`src/rtl/pic_pkg.sv`:
```
package pic_pkg;
  localparam int NSRC   = 41;
  localparam int N_EXT  = 15;
  localparam int FLD_W  = 4;
  localparam int PRI_W  = FLD_W + 1;
  localparam int REG_W  = 16;
  localparam int N_REG  = 3;
  localparam int CODE_W = 12;
  localparam int IDX_W  = $clog2(NSRC);

  // Source index map; order sets the tie-break
  localparam int S_NMI  = 15;
  localparam int S_DBG  = 16;
  localparam int S_GPIO = 17;
  localparam int S_DMA0 = 18;
  localparam int S_TMR0 = 23;
  localparam int S_RTC0 = 27;
  localparam int S_SER0 = 30;
  localparam int S_FSR0 = 34;
  localparam int S_WDOG = 38;
  localparam int S_REF0 = 39;

  typedef logic [PRI_W-1:0]  pri_t;
  typedef logic [CODE_W-1:0] code_t;
  typedef logic [REG_W-1:0]  cfg_t;

  function automatic pri_t fld(input cfg_t r, input int lsb);
    return {1'b0, r[lsb +: FLD_W]};
  endfunction

  // Priority of one source from the three configuration registers
  function automatic pri_t src_pri(input int idx, input cfg_t ra,
                                   input cfg_t rb, input cfg_t rc);
    if (idx < N_EXT)        return pri_t'(N_EXT - idx);
    else if (idx == S_NMI)  return pri_t'(16);
    else if (idx == S_DBG)  return fld(rc, 0);
    else if (idx == S_GPIO) return fld(rc, 12);
    else if (idx < S_TMR0)  return fld(rc, 8);
    else if (idx == S_TMR0) return fld(ra, 12);
    else if (idx == S_TMR0 + 1) return fld(ra, 8);
    else if (idx < S_RTC0)  return fld(ra, 4);
    else if (idx < S_SER0)  return fld(ra, 0);
    else if (idx < S_FSR0)  return fld(rb, 4);
    else if (idx < S_WDOG)  return fld(rc, 4);
    else if (idx == S_WDOG) return fld(rb, 12);
    else                    return fld(rb, 8);
  endfunction

  // Fixed exception code, 0x20 apart inside each group
  function automatic code_t src_code(input int idx);
    int base, first;
    if (idx < N_EXT)        begin base = 'h200; first = 0;      end
    else if (idx == S_NMI)  begin base = 'h1C0; first = S_NMI;  end
    else if (idx < S_TMR0)  begin base = 'h600; first = S_DBG;  end
    else if (idx < S_FSR0)  begin base = 'h400; first = S_TMR0; end
    else if (idx < S_WDOG)  begin base = 'h700; first = S_FSR0; end
    else                    begin base = 'h560; first = S_WDOG; end
    return code_t'(base + 32 * (idx - first));
  endfunction
endpackage

```
`src/rtl/pic_cfg_regs.sv`:
```
module pic_cfg_regs
  import pic_pkg::*;
(
  input  logic                  clk,
  input  logic                  rst_n,
  input  logic                  cfg_wr,
  input  logic [1:0]            cfg_sel,
  input  cfg_t                  cfg_wdata,
  output logic [NSRC-1:0][PRI_W-1:0] pri_o
);
  cfg_t bank_q [N_REG];

  for (genvar r = 0; r < N_REG; r++) begin : g_reg
    always_ff @(posedge clk) begin
      if (!rst_n)                                   bank_q[r] <= '0;
      else if (cfg_wr && int'(cfg_sel) == r)        bank_q[r] <= cfg_wdata;
    end

    a_r7_write_lands: assert property (@(posedge clk) disable iff (!rst_n)
      (cfg_wr && int'(cfg_sel) == r) |=> bank_q[r] == $past(cfg_wdata));
  end

  for (genvar s = 0; s < NSRC; s++) begin : g_pri
    assign pri_o[s] = src_pri(s, bank_q[0], bank_q[1], bank_q[2]);
  end
endmodule

```
`src/rtl/pic_pending.sv`:
```
module pic_pending
  import pic_pkg::*;
(
  input  logic                       clk,
  input  logic                       rst_n,
  input  logic [NSRC-1:0]            raise_i,
  input  logic [NSRC-1:0]            clear_i,
  input  logic [NSRC-1:0][PRI_W-1:0] pri_i,
  output logic [NSRC-1:0]            pend_o,
  output logic [NSRC-1:0]            elig_o
);
  logic [NSRC-1:0] pend_q;
  logic [NSRC-1:0] live;

  for (genvar s = 0; s < NSRC; s++) begin : g_src
    assign live[s] = (pri_i[s] != '0);

    always_ff @(posedge clk) begin
      if (!rst_n) pend_q[s] <= 1'b0;
      else        pend_q[s] <= (pend_q[s] | (raise_i[s] & live[s])) & ~clear_i[s];
    end

    a_r2_zero_drop: assert property (@(posedge clk) disable iff (!rst_n)
      (raise_i[s] && pri_i[s] == '0 && !pend_q[s]) |=> !pend_q[s]);

    a_r4_clear_empties: assert property (@(posedge clk) disable iff (!rst_n)
      clear_i[s] |=> !pend_q[s]);
  end

  assign pend_o = pend_q;
  assign elig_o = pend_q & live;
endmodule

```
`src/rtl/pic_arbiter.sv`:
```
module pic_arbiter
  import pic_pkg::*;
(
  input  logic                       clk,
  input  logic                       rst_n,
  input  logic [NSRC-1:0]            elig_i,
  input  logic [NSRC-1:0][PRI_W-1:0] pri_i,
  output logic                       win_valid,
  output logic [IDX_W-1:0]           win_idx,
  output pri_t                       win_pri
);
  always_comb begin
    win_valid = 1'b0;
    win_idx   = '0;
    win_pri   = '0;
    // Scan downward with >= so the lowest index keeps a tie
    for (int i = NSRC - 1; i >= 0; i--) begin
      if (elig_i[i] && (!win_valid || pri_i[i] >= win_pri)) begin
        win_valid = 1'b1;
        win_idx   = IDX_W'(i);
        win_pri   = pri_i[i];
      end
    end
  end

  a_r5_winner_eligible: assert property (@(posedge clk) disable iff (!rst_n)
    win_valid |-> elig_i[win_idx]);

  for (genvar s = 0; s < NSRC; s++) begin : g_chk
    a_r5_winner_dominates: assert property (@(posedge clk) disable iff (!rst_n)
      (win_valid && elig_i[s]) |->
        (pri_i[s] < win_pri || (pri_i[s] == win_pri && s >= int'(win_idx))));
  end
endmodule

```
`src/rtl/prio_irq_ctrl.sv`:
```
module prio_irq_ctrl
  import pic_pkg::*;
(
  input  logic              clk,
  input  logic              rst_n,
  input  logic [NSRC-1:0]   src_raise,
  input  logic [NSRC-1:0]   src_clear,
  input  logic              cfg_wr,
  input  logic [1:0]        cfg_sel,
  input  logic [REG_W-1:0]  cfg_wdata,
  input  logic              blk_in,
  input  logic [FLD_W-1:0]  mask_lvl,
  input  logic              ack_in,
  output logic              irq_req,
  output logic [CODE_W-1:0] ack_code
);
  logic [NSRC-1:0][PRI_W-1:0] pri_w;
  logic [NSRC-1:0]            pend_w;
  logic [NSRC-1:0]            elig_w;
  logic                       win_valid;
  logic [IDX_W-1:0]           win_idx;
  pri_t                       win_pri;
  logic                       gate_open;

  pic_cfg_regs u_regs (
    .clk(clk), .rst_n(rst_n), .cfg_wr(cfg_wr), .cfg_sel(cfg_sel),
    .cfg_wdata(cfg_wdata), .pri_o(pri_w));

  pic_pending u_pend (
    .clk(clk), .rst_n(rst_n), .raise_i(src_raise), .clear_i(src_clear),
    .pri_i(pri_w), .pend_o(pend_w), .elig_o(elig_w));

  pic_arbiter u_arb (
    .clk(clk), .rst_n(rst_n), .elig_i(elig_w), .pri_i(pri_w),
    .win_valid(win_valid), .win_idx(win_idx), .win_pri(win_pri));

  assign gate_open = !blk_in && ({1'b0, mask_lvl} < win_pri);
  assign irq_req   = win_valid && gate_open;
  assign ack_code  = (ack_in && win_valid) ? src_code(int'(win_idx)) : '0;

  a_r6_block_silences: assert property (@(posedge clk) disable iff (!rst_n)
    blk_in |-> !irq_req);

  a_r11_nmi_passes: assert property (@(posedge clk) disable iff (!rst_n)
    (pend_w[S_NMI] && !blk_in) |-> irq_req);

  a_r9_idle_ack_zero: assert property (@(posedge clk) disable iff (!rst_n)
    (!ack_in || !(|elig_w)) |-> ack_code == '0);
endmodule

```
`config.mk`:
```
export PLATFORM = sky130hd
export DESIGN_NAME = prio_irq_ctrl
export DESIGN_NICKNAME = d
export VERILOG_FILES = /design/src/rtl/pic_pkg.sv /design/src/rtl/pic_cfg_regs.sv /design/src/rtl/pic_pending.sv /design/src/rtl/pic_arbiter.sv /design/src/rtl/prio_irq_ctrl.sv
export SDC_FILE = /design/constraint.sdc
export NUM_CORES = 1
export LEC_CHECK = 0
export BUFFER_PORTS_ARGS = -buffer_cell sky130_fd_sc_hd__buf_2
export CAP_MARGIN = 20
export CORE_ASPECT_RATIO = 0.9
export CORE_MARGIN = 5
export CORE_UTILIZATION = 60
export DETAILED_ROUTE_END_ITERATION = 7
export PLACE_DENSITY = 0.82
export SYNTH_ARGS = -nofsm -noshare
export SYNTH_HDL_FRONTEND = slang
export SYNTH_SLANG_ARGS = --single-unit
```
`constraint.sdc`:
```
create_clock -name clk -period 49.5 [get_ports clk]
set_clock_uncertainty 0.05 [all_clocks]
set_input_delay 4.95 -clock clk [delete_from_list [all_inputs] [get_ports clk]]
set_output_delay 4.95 -clock clk [all_outputs]
set_load 0.1 [all_outputs]
```
# Word-level counts from Yosys, hierarchy flattened
# Memories as Yosys holds them, arrays and structs flattened.
# Index checks and enable logic that the tools add are counted.
[totals] input_bits=109 output_inout_bits=13 mem_count=1 ram_bits=48 regBits=41
[mem_list] name="u_regs.bank_q" depth=3 width=16 rd=3 rd_ports_with_merged_regs=0 wr=3 line_no="pic_cfg_regs.sv:11" rtl="cfg_t bank_q [N_REG];"
[classes] order_cmp=45 addsub=2 bitwise_logic=152 muxes=147 eq_ne=3 reduce_logical=139
[op_table] cell="$mux 6" count=45
[op_table] cell="$mux 4" count=25
[op_table] cell="$ge 4x4->1" count=24
[op_table] cell="$mux 5" count=16
[op_table] cell="$and 1x1->1" count=66
[op_table] cell="$reduce_bool 5->1" count=11
[op_table] cell="$mux 1" count=51
[op_table] cell="$mux 16" count=3
[op_table] cell="$logic_and 1x1->1" count=46
[op_table] cell="$or 1x1->1" count=44
[op_table] cell="$and 41x41->41" count=1
[op_table] cell="$logic_not 1->1" count=41
[op_table] cell="$not 1->1" count=41
[op_table] cell="$ge 4x5->1 const A" count=8
[op_table] cell="$logic_or 1x1->1" count=40
[op_table] cell="$mux 10" count=3
[op_table] cell="$mux 11" count=2
[op_table] cell="$ge 3x5->1 const A" count=4
[op_table] cell="$add 12x12->12" count=1
[op_table] cell="$lt 6x6->1 const B" count=2
[op_table] cell="$mux 12" count=1
[op_table] cell="$ge 2x5->1 const A" count=2
[op_table] cell="$sub 6x6->7" count=1
[op_table] cell="$eq 6x5->1 const B" count=1
[op_table] cell="8 further kinds" count=9

# Logic depth before layout (Yosys ltp)
# Gate-level depths: netlist of the first run.
# An unclocked memory read counts as a cell.
[logic_depth] ltp_word=173 depth_mapped=242 mapped_depth_nobuf=232

# Cells and area by module
# A second synthesis of the first run with hierarchy kept.
[unflattened] cells_unflattened=2268 hier_area_um2=16877.4
[modules_own_cells] module="pic_arbiter" cells_per_inst=1568 area_each_um2=10741.6 seq_area_each_um2=0.0 instances=1
[modules_own_cells] module="pic_cfg_regs" cells_per_inst=263 area_each_um2=2911.5 seq_area_each_um2=1321.3 instances=1
[modules_own_cells] module="pic_pending" cells_per_inst=332 area_each_um2=2431.1 seq_area_each_um2=820.8 instances=1
[modules_own_cells] module="prio_irq_ctrl" cells_per_inst=105 area_each_um2=793.3 seq_area_each_um2=0.0 instances=1

# Worst setup path after synthesis of the first run
# No wires, ideal clock.
[synth_path] path_kind="register -> output" start="reg u_pend.pend_q[40], in the netlist u_pend.pend_o[40]" end="out ack_code[11]" required_ns=44.500 t_arrival_ns=42.408 path_stages_with_launch=225 path_buffers=10 path_slack_ns=2.092 path_cell_list="dfxtp_1 > or2_2 > clkbuf_1 > and2_1 > ha_1 > nand2b_1 > a311o_1 > o221a_2 > mux2_2 > ha_1 > nand2b_1 > a21o_1 > o2111a_1 > a21oi_1 > o21ai_0 > ha_1 > nand2b_1 > a21oi_1 > (+189 left out) > o32ai_2 > nand3_1 > and3_4 > a311oi_4 > nor3b_4 > nand3_1 > o31a_1 > nor2b_1 > ha_1 > inv_1 > fa_1 > fa_1 > a21o_1 > a21oi_1 > o21bai_1 > a21oi_1 > xnor2_1 > nor2_1"
[synth_via] elab_chain_cells=171 word_cells_on_any_way=302
[synth_lines] element="start, declared" line_no="pic_pending.sv:12" rtl="logic [NSRC-1:0] pend_q;"
[synth_lines] element="start signal, assigned by index" line_no="pic_pending.sv:20" rtl="else pend_q[s] <= (pend_q[s] | (raise_i[s] & live[s])) & ~clear_i[s];"
[synth_lines] element="$and 41x41->41 *" line_no="pic_pending.sv:31" rtl="assign elig_o = pend_q & live;"
[synth_lines] element="$mux 4 or $mux 1 (tied branches)" line_no="pic_arbiter.sv:18" rtl="if (elig_i[i] && (!win_valid || pri_i[i] >= win_pri)) begin"
[synth_lines] element="$ge 4x4->1 or $logic_not 1->1 (tied branches)" line_no="pic_arbiter.sv:18"
[synth_lines] element="$logic_or 1x1->1" line_no="pic_arbiter.sv:18"
[synth_lines] element="$logic_and 1x1->1" line_no="pic_arbiter.sv:18"
[synth_lines] element="$mux 4 or $mux 1 (tied branches)" line_no="pic_arbiter.sv:18"
[synth_lines] element="$ge 4x4->1 or $logic_not 1->1 (tied branches)" line_no="pic_arbiter.sv:18"
[synth_lines] element="$logic_or 1x1->1" line_no="pic_arbiter.sv:18"
[synth_lines] element="(+155 left out)"
[synth_lines] element="$mux 3" line_no="pic_pkg.sv:56" rtl="else if (idx < S_WDOG) begin base = 'h700; first = S_FSR0; end"
[synth_lines] element="$mux 6" line_no="pic_pkg.sv:55" rtl="else if (idx < S_FSR0) begin base = 'h400; first = S_TMR0; end"
[synth_lines] element="$mux 6" line_no="pic_pkg.sv:54" rtl="else if (idx < S_TMR0) begin base = 'h600; first = S_DBG; end"
[synth_lines] element="$mux 6" line_no="pic_pkg.sv:53" rtl="else if (idx == S_NMI) begin base = 'h1C0; first = S_NMI; end"
[synth_lines] element="$mux 6" line_no="pic_pkg.sv:52" rtl="if (idx < N_EXT) begin base = 'h200; first = 0; end"
[synth_lines] element="$sub 6x6->7" line_no="pic_pkg.sv:58" rtl="return code_t'(base + 32 * (idx - first));"
[synth_lines] element="$add 12x12->12" line_no="pic_pkg.sv:58"
[synth_lines] element="$mux 12 *" line_no="prio_irq_ctrl.sv:39" rtl="assign ack_code = (ack_in && win_valid) ? src_code(int'(win_idx)) : '0;"
[synth_lines] element="end, declared" line_no="prio_irq_ctrl.sv:15" rtl="output logic [CODE_W-1:0] ack_code"
# Mark *: on every way between the ends. The rest lies on a longest branch, timed or not.

# Final worst setup path of the first run
# Ends and elaborated chain as after synthesis.

==> results.json, run 1 <==
{
  "status": "completed",
  "worst_r2r_startpoint": "u_regs.bank_q[1][6]",
  "leakagePower_nw": 5.168,
  "postSynthRegisterBits": 85,
  "synth-seq-area-share_pct": 22.45,
  "post-route-util_pct": 76.34,
  "cts_buffers": 9,
  "terminating_pin_of_the_worst_hold_path": "u_pend.pend_o[36]",
  "worst_skew_pair.late_latency_ps": 360,
  "min-delay-path-class": "reg -> reg",
  "crit_path_start_kind": "flip-flop",
  "worst_slew_pin_slew_ps": 887.6,
  "fillcell_total": 1088,
  "power_density_mw_per_mm2": 67.08,
  "timing.max_slew.rel_slack_pct": 40.60,
  "pre_cts_ws_ps": 237.9,
  "worstSetupPathDepth": 225,
  "path_buf_inv": 21,
  "ctsHoldBuffers": 0,
  "most_common_library_cell_in_the_layout_ignoring_fill_and_taps": "sky130_fd_sc_hd__buf_4",
  "clockRootBuffer": "sky130_fd_sc_hd__clkbuf_16",
  "crit_family": "compound AO/OA/AOI/OAI gates",
  "io-pin-count": 122,
  "globalRouteOverflowTotal": 0,
  "final_max_slew_viol_count": 0,
  "fp.coreArea_mm2": 0.01549,
  "flow.area_growth_from_synthesis_pct": 23.95,
  "total_area_of_multi_input_combinational_cells_mm2": 0.007258,
  "post_synth_inst_count": 1225,
  "timing.critical_path.mode_cell": "sky130_fd_sc_hd__ha_1",
  "clkSlewWorstSetupHoldPaths_ps": 70,
  "num_vias": 10720,
  "timing.setup.critical_path_class": "reg -> out",
  "initialDrtViolationCount": 1057,
  "ff2ff_path_depth": 3,
  "timing.critical_path.slowest_cell_delay_ps": 540,
  "grt_util_all_layers_pct": 30.68,
  "number_of_hold_violations_in_the_final_report": 0,
  "cts_max_level": 3,
  "drive_above_1_share_pct": 26.44,
  "port_buffers": 116,
  "route.detailed.drc": 0,
  "postLayoutSetupSlackWorst_ps": 1480,
  "placement_rows": 43,
  "regToRegEndpoint": "u_pend.pend_o[30]",
  "setup.reg_to_reg.worst_slack_ps": 47410,
  "ir_drop_uv": 218.1,
  "period_minus_slack_ps": 48020,
  "tritoncts_clock_tree": "built",
  "final-setup-viol-count": 0,
  "crit_arrival_ps": 43020,
  "synth_async_sr_flop_share_pct": 0,
  "period_share_pct": 97.01,
  "seq_area_mm2": 0.002145,
  "place_hpwl_um": 22500,
  "antenna_cells": 0,
  "max_cap_violations": 0,
  "totalNegativeSetupSlack_ps": 0,
  "post_drt_via_cell_ratio": 6.523,
  "critical-path-slowest-cell": "sky130_fd_sc_hd__or4_1",
  "die_area_mm2": 0.01853,
  "dpl-instance-area_mm2": 0.01096,
  "timing.critical_path.fanout_max": 10,
  "antenna_violations_before_repair": 0,
  "grt_max_degree": 44,
  "synth.yosys.warnings": 0,
  "mostFrequentLayoutCells": "sky130_fd_sc_hd__buf_4, sky130_fd_sc_hd__buf_2, sky130_fd_sc_hd__nand2_1",
  "cts-root-to-sink-buffers": 2,
  "cts_num_sinks": 85,
  "timing.fmax_ghz": 0.02082,
  "die_width_um": 142.9,
  "yosysUniqueCellTypes": 107,
  "average_cell_area_after_synthesis_um2": 7.790,
  "nature_of_the_critical_path_endpoint": "output pin",
  "dr.pass1.iters": 6,
  "first_global_vias": 9762,
  "timing.hold.worst.start": "u_pend.pend_o[36]",
  "grt_pass1_wl_um": 46580,
  "avgRoutedWirePerCell_um": 18.54,
  "hold-path-cell-count": 2,
  "number_of_flops_mapped_to_enable_cells_by_yosys": 44,
  "dominantRegCellSynth": "sky130_fd_sc_hd__edfxtp_1",
  "drt.antenna.violating_nets": 0,
  "routabilityCongestion": 0.9509,
  "fin_area_mm2": 0.01183,
  "initial_core_util_pct": 61.59,
  "dieHeight_um": 129.6,
  "finalHoldWorstSlack_ps": 469.4,
  "crit_required_ps": 44500,
  "design.final.nets": 1633,
  "post_synth_instance_area_mm2": 0.009543,
  "totalWireLength_um": 30470
}
registers in the layout, summed over array words and instances, names as in the netlist:
signal / flops
u_regs.bank_q: 44
u_pend.pend_o: 41
cell families after synthesis:
logic type | count (synthesis) | synth area share (%)
muxes | 31 | 3.448
other | 1 | 0.03930
xor gates and xnor gates | 9 | 0.8261
and+or+nand+nor | 493 | 26.84
DFF | 85 | 22.45
buffers and inverters | 118 | 5.008
adders and majority gates | 89 | 11.80
AOI/OAI and AO/OA | 399 | 29.59
synthesized netlist by cell type (27+ instances only):
cell                       number  area [µm²]
sky130_fd_sc_hd__a21o_1        27       202.7
sky130_fd_sc_hd__a21oi_1      121       605.6
sky130_fd_sc_hd__and2_1        58       362.9
sky130_fd_sc_hd__clkbuf_1      31       116.4
sky130_fd_sc_hd__dfxtp_1       41       820.8
sky130_fd_sc_hd__edfxtp_1      44        1321
sky130_fd_sc_hd__ha_1          86        1076
sky130_fd_sc_hd__inv_1         75       281.5
sky130_fd_sc_hd__nand2_1      109       409.1
sky130_fd_sc_hd__nand2b_1      30       187.7
sky130_fd_sc_hd__nor2_1       108       405.4
sky130_fd_sc_hd__nor3_1        59       295.3
sky130_fd_sc_hd__o21ai_0       59       295.3
power breakdown:
part	internal, mW	switching, mW
logic	0.275	0.365
clock network	0.0352	0.0329
registers	0.0787	0.00689
worst min-delay path, stage by stage (launching register included):
cell	delay (ps)
sky130_fd_sc_hd__dfxtp_1	320
sky130_fd_sc_hd__a21oi_1	110
sky130_fd_sc_hd__nor3_1	50
stage by stage:
step	total power, mW	std cells
2_1_floorplan	0.4782	1229
3_3_place_gp	0.6644	1592
3_5_place_dp	0.6794	1592
4_1_cts	0.7518	1608
5_1_grt	0.8490	1643
6_report	0.7934	1643
timing repair:
action | 4_1_cts | 5_1_grt
pin swaps | 0 | 21
buffers inserted | 0 | 35
setup endpoints to repair | 5 | 8
gates resized for setup | 4 | 84
endpoints found under the hold margin | 0 | 0
how the worst max path moves through the flow:
| stage | from | end | slack, ps |
|---|---|---|---|
| after floorplan | u_pend.pend_o[40] | ack_code[11] | 2090 |
| after global placement | u_pend.pend_o[40] | ack_code[11] | 1530 |
| after detailed placement | u_pend.pend_o[40] | ack_code[11] | 240 |
| after CTS | u_pend.pend_o[40] | ack_code[11] | 40 |
| after global routing | u_pend.pend_o[40] | ack_code[10] | -580 |
| final | u_pend.pend_o[40] | ack_code[11] | 1480 |
metal layers:
layer | share of wire, % | up-vias | GRT usage (%)
li1 | - | 5030 | -
met1 | 41 | 4915 | 41.97
met2 | 45 | 675 | 48.62
met3 | 10 | 98 | 5.277
met4 | 3.4 | 0 | 11.79
met5 | 0 | - | 0
cell type report:
type / count / share of cell area, %
Multi-Input combinational cell: 1026 / 61.36
Sequential cell: 85 / 18.13
Timing Repair Buffer: 238 / 13.57
Inverter: 76 / 2.412
Tap cell: 202 / 2.137
Clock buffer: 10 / 1.946
Clock inverter: 6 / 0.4443
No activity file was read; power rests on OpenSTA's default activity.
==> run 2: changes to the inputs <==
- clock period: 49.5 -> 48.4 ns (I/O delays scaled with it)
==> run 2 against run 1 <==
Compared with the run above: first-iteration DRC count rose by 14%; non-clock buffer count is 25 higher; combinational power rose by 4.4%; sequential cell count unchanged; count of clock-buffer cells in the layout down 1; critical path depth is 6 lower; die area stayed put; final cell count grew 1.5%; sequential share of layout area fell by 0.45 points; routed wire length rose by 2.5%; critical path type unchanged; critical endpoint unchanged; largest cell class unchanged; highest routed layer unchanged.
==> results.json, run 2 (same netlist as run 1, synthesis figures left out) <==
{
  "place_hpwl_um": 22820,
  "grt_util_all_layers_pct": 31.30,
  "die_area_mm2": 0.01853,
  "grt_max_degree": 32,
  "final_max_slew_viol_count": 0,
  "totalWireLength_um": 31240,
  "initial_core_util_pct": 61.59,
  "clkSlewWorstSetupHoldPaths_ps": 80,
  "timing.critical_path.fanout_max": 9,
  "timing.critical_path.slowest_cell_delay_ps": 550,
  "antenna_violations_before_repair": 0,
  "fp.coreArea_mm2": 0.01549,
  "max_cap_violations": 0,
  "timing.max_slew.rel_slack_pct": 32.52,
  "crit_required_ps": 43510,
  "drt.antenna.violating_nets": 0,
  "leakagePower_nw": 5.338,
  "critical-path-slowest-cell": "sky130_fd_sc_hd__or4_1",
  "nature_of_the_critical_path_endpoint": "output pin",
  "ir_drop_uv": 198.2,
  "drive_above_1_share_pct": 27.97,
  "die_width_um": 142.9,
  "power_total_mw": 0.8373,
  "grt_pass1_wl_um": 47190,
  "num_vias": 10880,
  "final-setup-viol-count": 0,
  "avgRoutedWirePerCell_um": 18.73,
  "route.detailed.drc": 0,
  "post-route-util_pct": 78.29,
  "tritoncts_clock_tree": "built",
  "largest_register_ffs": 44,
  "design.final.nets": 1658,
  "pre_cts_ws_ps": 295.9,
  "first_global_vias": 9645,
  "finalHoldWorstSlack_ps": 455.0,
  "port_buffers": 116,
  "ctsHoldBuffers": 0,
  "min-delay-path-class": "reg -> reg",
  "status": "completed",
  "largest_register": "u_regs.bank_q",
  "most_common_library_cell_in_the_layout_ignoring_fill_and_taps": "sky130_fd_sc_hd__buf_4",
  "timing.fmax_ghz": 0.02125,
  "dr.pass1.iters": 7,
  "flow.area_growth_from_synthesis_pct": 27.13,
  "worst_slew_pin_slew_ps": 1011,
  "globalRouteOverflowTotal": 0,
  "period_minus_slack_ps": 47060,
  "antenna_cells": 0,
  "initialDrtViolationCount": 1201,
  "mostFrequentLayoutCells": "sky130_fd_sc_hd__buf_4, sky130_fd_sc_hd__nand2_1, sky130_fd_sc_hd__buf_2",
  "power_density_mw_per_mm2": 69.02,
  "crit_path_start_kind": "flip-flop",
  "timing.setup.critical_path_class": "reg -> out",
  "clockRootBuffer": "sky130_fd_sc_hd__clkbuf_16",
  "io-pin-count": 122,
  "routabilityCongestion": 0.9397,
  "cts_num_sinks": 85,
  "cts_buffers": 9,
  "placement_rows": 43,
  "cts-root-to-sink-buffers": 2,
  "post_drt_via_cell_ratio": 6.520,
  "number_of_hold_violations_in_the_final_report": 0,
  "dieHeight_um": 129.6,
  "cts_max_level": 3,
  "postLayoutSetupSlackWorst_ps": 1340,
  "timing.critical_path.mode_cell": "sky130_fd_sc_hd__ha_1",
  "worst_skew_pair.late_latency_ps": 370,
  "crit_arrival_ps": 42170,
  "period_share_pct": 97.23
}
## run 2: final timing paths
path	from	end	slack, ps	cells past startpoint
worst max-delay path	u_pend.pend_o[40]	ack_code[11]	1340	219
worst min-delay path	u_pend.pend_o[16]	u_pend.pend_o[16]	460	2
worst max register to register	u_regs.bank_q[1][6]	u_pend.pend_o[31]	46400	3
worst min register to register	u_pend.pend_o[16]	u_pend.pend_o[16]	460	2
## run 2: stage by stage
step | setup TNS (ps) | cells | instance area [µm²]
after global routing | -2759 | 1668 | 12130
after floorplan | 0 | 1229 | 9558
after detailed placement | 0 | 1619 | 11170
final | 0 | 1668 | 12130
after global placement | 0 | 1619 | 11170
after CTS | 0 | 1635 | 11530
## run 2: power by group
part	internal (mW)	switching, mW	total [mW]
Clock	0.0463	0.0353	0.0816
Combinational	0.293	0.375	0.668
Sequential	0.0805	0.00740	0.0879
Total	0.420	0.417	0.837
## run 2: routing by layer
| metal | vias to the layer above | track usage [%] | part of all wire (%) |
|---|---|---|---|
| li1 | 5069 | - | - |
| met1 | 5017 | 43.06 | 40 |
| met2 | 687 | 49.14 | 46 |
| met3 | 102 | 5.461 | 11 |
| met4 | 0 | 12.24 | 3.6 |
| met5 | - | 0 | 0 |
## run 2: layout make-up
class / instances / area (µm²)
Multi-Input combinational cell: 1026 / 7310
Fill cell: 1054 / 3363
Sequential cell: 85 / 2145
Timing Repair Buffer: 263 / 1808
Inverter: 76 / 285.3
Tap cell: 202 / 252.7
Clock buffer: 9 / 225.2
Clock inverter: 7 / 106.4
## run 2: what timing repair did
item | CTS | global route
pin swaps | 0 | 34
endpoints found under the hold margin | 0 | 0
gates resized for setup | 6 | 92
gates cloned | 0 | 1
buffers inserted | 0 | 32
endpoints found under the setup margin | 4 | 8
## run 2: critical path: cells and delay by family (launching register included)
kind	cells	cell delay [ps]
xor+xnor	1	100
fa+ha+maj	26	7480
simple gates	66	9800
compound gates	97	17600
mux	14	4280
buf+inv	15	2120
flops	1	350
==> run 3: changes to the inputs <==
- CORE_UTILIZATION: 60 -> 64
- PLACE_DENSITY: 0.82 -> 0.84
- SYNTH_HIERARCHICAL: unset -> 1
==> run 3 against run 2 <==
Compared with the run above: the run now fails in 5_1_grt; synthesized cell count rose by 85%; area after synthesis rose by 77%.
==> results.json, run 3 <==
{
  "status": "did not finish",
  "flow.stopped_at": "5_1_grt",
  "flow.first_error": "[ERROR GRT-0116] Global routing finished with congestion. Check the congestion regions in the DRC Viewer.",
  "cts_num_sinks": 85,
  "cts_buffers": 9,
  "synth_top_area_share_pct": 11.19,
  "synth_simple_gate_area_share_pct": 25.46,
  "post_synth_instance_area_mm2": 0.01688,
  "routabilityCongestion": 0.9651,
  "first_global_vias": 30190,
  "cts_max_level": 3,
  "clockRootBuffer": "sky130_fd_sc_hd__clkbuf_16",
  "postSynthRegisterBits": 85,
  "ctsHoldBuffers": 0,
  "globalRouteOverflowTotal": 74,
  "synthMuxAreaShare_pct": 6.324,
  "synth_top_family_by_area": "compound AO/OA/AOI/OAI gates",
  "share_of_the_synthesized_area_in_compound_gates_ao_oa_aoi_oai_pct": 30.09,
  "pre_cts_ws_ps": -16790,
  "yosys-top-cells-area": "sky130_fd_sc_hd__ha_1, sky130_fd_sc_hd__edfxtp_1, sky130_fd_sc_hd__buf_4, sky130_fd_sc_hd__nor2_1, sky130_fd_sc_hd__dfxtp_1",
  "number_of_flops_mapped_to_enable_cells_by_yosys": 44,
  "cts-root-to-sink-buffers": 2,
  "adder_and_majority_cell_fraction_of_the_synthesized_area_pct": 12.34,
  "initial_core_util_pct": 64.93,
  "port_buffers": 116,
  "synth-seq-area-share_pct": 12.69,
  "synth_common_cells": "sky130_fd_sc_hd__nor2_1, sky130_fd_sc_hd__buf_4, sky130_fd_sc_hd__inv_1",
  "grt_util_all_layers_pct": 75.42,
  "average_cell_area_after_synthesis_um2": 7.442,
  "synth.yosys.warnings": 6,
  "placement_rows": 56,
  "die_width_um": 181.2,
  "io-pin-count": 122,
  "grt_pass1_wl_um": 176100,
  "synth_largest_area_cell": "sky130_fd_sc_hd__ha_1",
  "grt_max_degree": 48,
  "dominantRegCellSynth": "sky130_fd_sc_hd__edfxtp_1",
  "post_synth_xor_area_fraction_pct": 1.038,
  "dieHeight_um": 164.1,
  "place_hpwl_um": 48480,
  "synth_async_sr_flop_share_pct": 0,
  "dpl.cell_count": 3236,
  "yosysUniqueCellTypes": 128,
  "post_synth_inst_count": 2268,
  "synthMostInstantiatedCell": "sky130_fd_sc_hd__nor2_1"
}
## run 3: changes by cell type after synthesis, moves of 22 or more
cell / delta
sky130_fd_sc_hd__buf_4: +162
sky130_fd_sc_hd__o21a_1: +23
sky130_fd_sc_hd__a211oi_1: +45
sky130_fd_sc_hd__nand2_1: +48
sky130_fd_sc_hd__a21boi_0: +49
sky130_fd_sc_hd__ha_1: +65
sky130_fd_sc_hd__inv_1: +88
sky130_fd_sc_hd__mux2_2: +35
sky130_fd_sc_hd__nor2_1: +113
sky130_fd_sc_hd__nor3_1: +56
sky130_fd_sc_hd__mux2i_1: +22
sky130_fd_sc_hd__o21ai_0: +42
sky130_fd_sc_hd__nand2b_1: +63
## run 3: timing repair
item | in CTS
pin swaps | 188
setup endpoints to repair | 8
gates resized for setup | 197
buffers inserted | 152
## run 3: layer usage
metal  GRT overflow  global-route usage (%)
met1              0                   71.66
met2             40                   94.64
met3              0                   59.06
met4             34                   83.59
met5              0                   15.50
## run 3: cells by family after synthesis
| kind of cell | after synthesis |
|---|---|
| and+or+nand+nor | 845 |
| buffers and inverters | 364 |
| AOI/OAI and AO/OA | 686 |
| other | 3 |
| DFF | 85 |
| adders and majority gates | 168 |
| muxes | 97 |
| xor gates and xnor gates | 20 |
## run 3: through the flow
| step | hold slack, ps | instance area [µm²] |
|---|---|---|
| global placement | 440.3 | 22720 |
| CTS | 469.9 | 25020 |
| floorplan | 417.2 | 18610 |
| detailed placement | 455.6 | 22720 |
==> run 4: changes to the inputs <==
- CORE_ASPECT_RATIO: 0.9 -> unset
- CORE_UTILIZATION: 64 -> 40
- PLACE_DENSITY: 0.84 -> unset
- PLACE_DENSITY_LB_ADDON: unset -> 0.15
==> run 4 against run 3 <==
Compared with the run above: the flow now finishes, with violations (negative setup slack); area after synthesis stayed put; synthesized cell count unchanged.
==> results.json, run 4 <==
{
  "timing.fmax_ghz": 0.01583,
  "cts-root-to-sink-buffers": 2,
  "num_vias": 19340,
  "average_cell_area_after_synthesis_um2": 7.442,
  "post_synth_inst_count": 2268,
  "initial_core_util_pct": 40.33,
  "max_cap_violations": 0,
  "yosysUniqueCellTypes": 128,
  "port_buffers": 116,
  "critical-path-slowest-cell": "sky130_fd_sc_hd__a2111o_1",
  "design.final.nets": 3322,
  "rsz0062_at_grt": "true",
  "cts_max_level": 3,
  "setup.reg_to_reg.worst_slack_ps": 46620,
  "placement_rows": 75,
  "crit_family": "compound AO/OA/AOI/OAI gates",
  "route.detailed.drc": 0,
  "path_buf_inv": 45,
  "synth_async_sr_flop_share_pct": 0,
  "worst_skew_pair.late_latency_ps": 390,
  "routabilityCongestion": 0.9054,
  "post_drt_via_cell_ratio": 5.365,
  "nature_of_the_critical_path_endpoint": "output pin",
  "flow.area_growth_from_synthesis_pct": 53.15,
  "largest_register_ffs": 44,
  "timing.setup.critical_path_class": "reg -> out",
  "globalRouteOverflowTotal": 0,
  "postLayoutSetupSlackWorst_ps": -14760,
  "timing.max_slew.rel_slack_pct": 18.23,
  "crit_required_ps": 43510,
  "io-pin-count": 122,
  "crit_arrival_ps": 58270,
  "post_synth_instance_area_mm2": 0.01688,
  "terminating_pin_of_the_worst_hold_path": "u_pend/pend_o[17]",
  "ctsHoldBuffers": 0,
  "totalWireLength_um": 56650,
  "most_common_library_cell_in_the_layout_ignoring_fill_and_taps": "sky130_fd_sc_hd__buf_4",
  "synth_top_area_share_pct": 11.19,
  "period_share_pct": 130.5,
  "timing.critical_path.mode_cell": "sky130_fd_sc_hd__buf_4",
  "postSynthRegisterBits": 85,
  "crit_path_start_kind": "flip-flop",
  "final-setup-viol-count": 8,
  "fp.coreArea_mm2": 0.04185,
  "regToRegEndpoint": "u_pend/pend_o[20]",
  "final_max_slew_viol_count": 0,
  "timing.hold.worst.start": "u_pend/pend_o[17]",
  "worst_r2r_startpoint": "u_regs/bank_q[2][9]",
  "synth_largest_area_cell": "sky130_fd_sc_hd__ha_1",
  "yosys-top-cells-area": "sky130_fd_sc_hd__ha_1, sky130_fd_sc_hd__edfxtp_1, sky130_fd_sc_hd__buf_4, sky130_fd_sc_hd__nor2_1, sky130_fd_sc_hd__dfxtp_1",
  "dieHeight_um": 215.4,
  "number_of_flops_mapped_to_enable_cells_by_yosys": 44,
  "timing.critical_path.slowest_cell_delay_ps": 450,
  "drt.antenna.violating_nets": 0,
  "grt_pass1_wl_um": 89850,
  "stdcell_count": 3605,
  "tritoncts_clock_tree": "built",
  "number_of_hold_violations_in_the_final_report": 0,
  "dpl.cell_count": 3448,
  "clkSlewWorstSetupHoldPaths_ps": 80,
  "drive_above_1_share_pct": 45.06,
  "synthMostInstantiatedCell": "sky130_fd_sc_hd__nor2_1",
  "ff2ff_path_depth": 2,
  "clockRootBuffer": "sky130_fd_sc_hd__clkbuf_16",
  "first_global_vias": 18940,
  "avgRoutedWirePerCell_um": 15.71,
  "grt_max_degree": 48,
  "status": "finished, violations left",
  "grt_util_all_layers_pct": 22.84,
  "die_width_um": 215.4,
  "place_hpwl_um": 43800,
  "antenna_violations_before_repair": 1,
  "cts_buffers": 9,
  "period_minus_slack_ps": 63160,
  "setup.worst_path.start": "u_regs/bank_q[1][11]",
  "worst_slew_pin_slew_ps": 1227,
  "timing.critical_path.fanout_max": 9,
  "finalHoldWorstSlack_ps": 459.0,
  "mostFrequentLayoutCells": "sky130_fd_sc_hd__buf_4, sky130_fd_sc_hd__nor2_1, sky130_fd_sc_hd__inv_1, sky130_fd_sc_hd__nand2_1, sky130_fd_sc_hd__nor3_1",
  "dr.pass1.iters": 6,
  "synth_common_cells": "sky130_fd_sc_hd__nor2_1, sky130_fd_sc_hd__buf_4, sky130_fd_sc_hd__inv_1",
  "largest_register": "u_regs/bank_q",
  "die_area_mm2": 0.04640,
  "hold-path-cell-count": 2,
  "cts_num_sinks": 85,
  "synth.yosys.warnings": 6,
  "min-delay-path-class": "reg -> reg",
  "dominantRegCellSynth": "sky130_fd_sc_hd__edfxtp_1",
  "synth-seq-area-share_pct": 12.69,
  "violations_in_the_final_reports": "negative setup slack",
  "initialDrtViolationCount": 934
}
## run 4: tightest hold or removal path, cell delays in order (launching register included)
cell	delay (ps)
sky130_fd_sc_hd__dfxtp_1	320
sky130_fd_sc_hd__nor2_1	100
sky130_fd_sc_hd__a211oi_1	50
## run 4: per-layer routing
layer / vias to the layer above / routed length [µm] / share of wire (%) / global-route usage [%]
met5: - / 0 / 0 / 0
met4: 0 / 1353 / 2.4 / 6.870
met3: 84 / 1831 / 3.2 / 2.508
met2: 378 / 28160 / 50 / 41.33
met1: 9160 / 25310 / 45 / 28.59
li1: 9720 / - / - / -
## run 4: final cells by class
type	count	area, µm²
diodes	1	2.502
clock buffers	9	225.2
clock inverters	7	91.34
fillers	3604	16010
inverters	165	626.9
multi-input cells	1926	15630
flip-flops and latches	85	2142
well taps	539	674.4
repair buffers	873	6460
## run 4: stage by stage
step	cell area (µm²)	utilization (%)	TNS, ps	setup slack, ps
2_1_floorplan	18610	-	-106530	-13890
3_3_place_gp	23110	55.23	-110010	-14220
3_5_place_dp	23110	55.23	-119740	-15480
4_1_cts	24340	58.16	-113690	-14670
5_1_grt	25850	61.76	-137630	-17740
6_report	25850	61.76	-114490	-14760
## run 4: logic make-up (layout without fill, tap and decap cells)
group                      count (synthesis)  count (layout)  share of synthesized area [%]
adders and majority gates                168             168                          12.34
DFF                                       85              85                          12.69
AOI/OAI and AO/OA                        686             686                          30.09
buffers and inverters                    364            1054                          11.99
and+or+nand+nor                          845             845                          25.46
xor gates and xnor gates                  20              20                          1.038
other                                      3             111                        0.06672
muxes                                     97              97                          6.324
## run 4: what timing repair did
action                                  in CTS  in global routing
endpoints found under the setup margin       8                  8
endpoints found under the hold margin        0                  0
gates cloned                                 0                  0
setup buffers                               73                 68
pin swaps                                   80                201
gates resized for setup                     78                202
## run 4: worst max path at each step
stage	to	slack [ps]	cells after the start
floorplan	ack_code[8]	-13890	342
global placement	ack_code[11]	-14220	343
detailed placement	ack_code[11]	-15480	346
CTS	ack_code[10]	-14670	347
global route	ack_code[11]	-17740	342
finish	ack_code[11]	-14760	343
Power of run 4 is not shown: default switching activity piles up to over one toggle a cycle in this logic, so the estimate is an artifact.
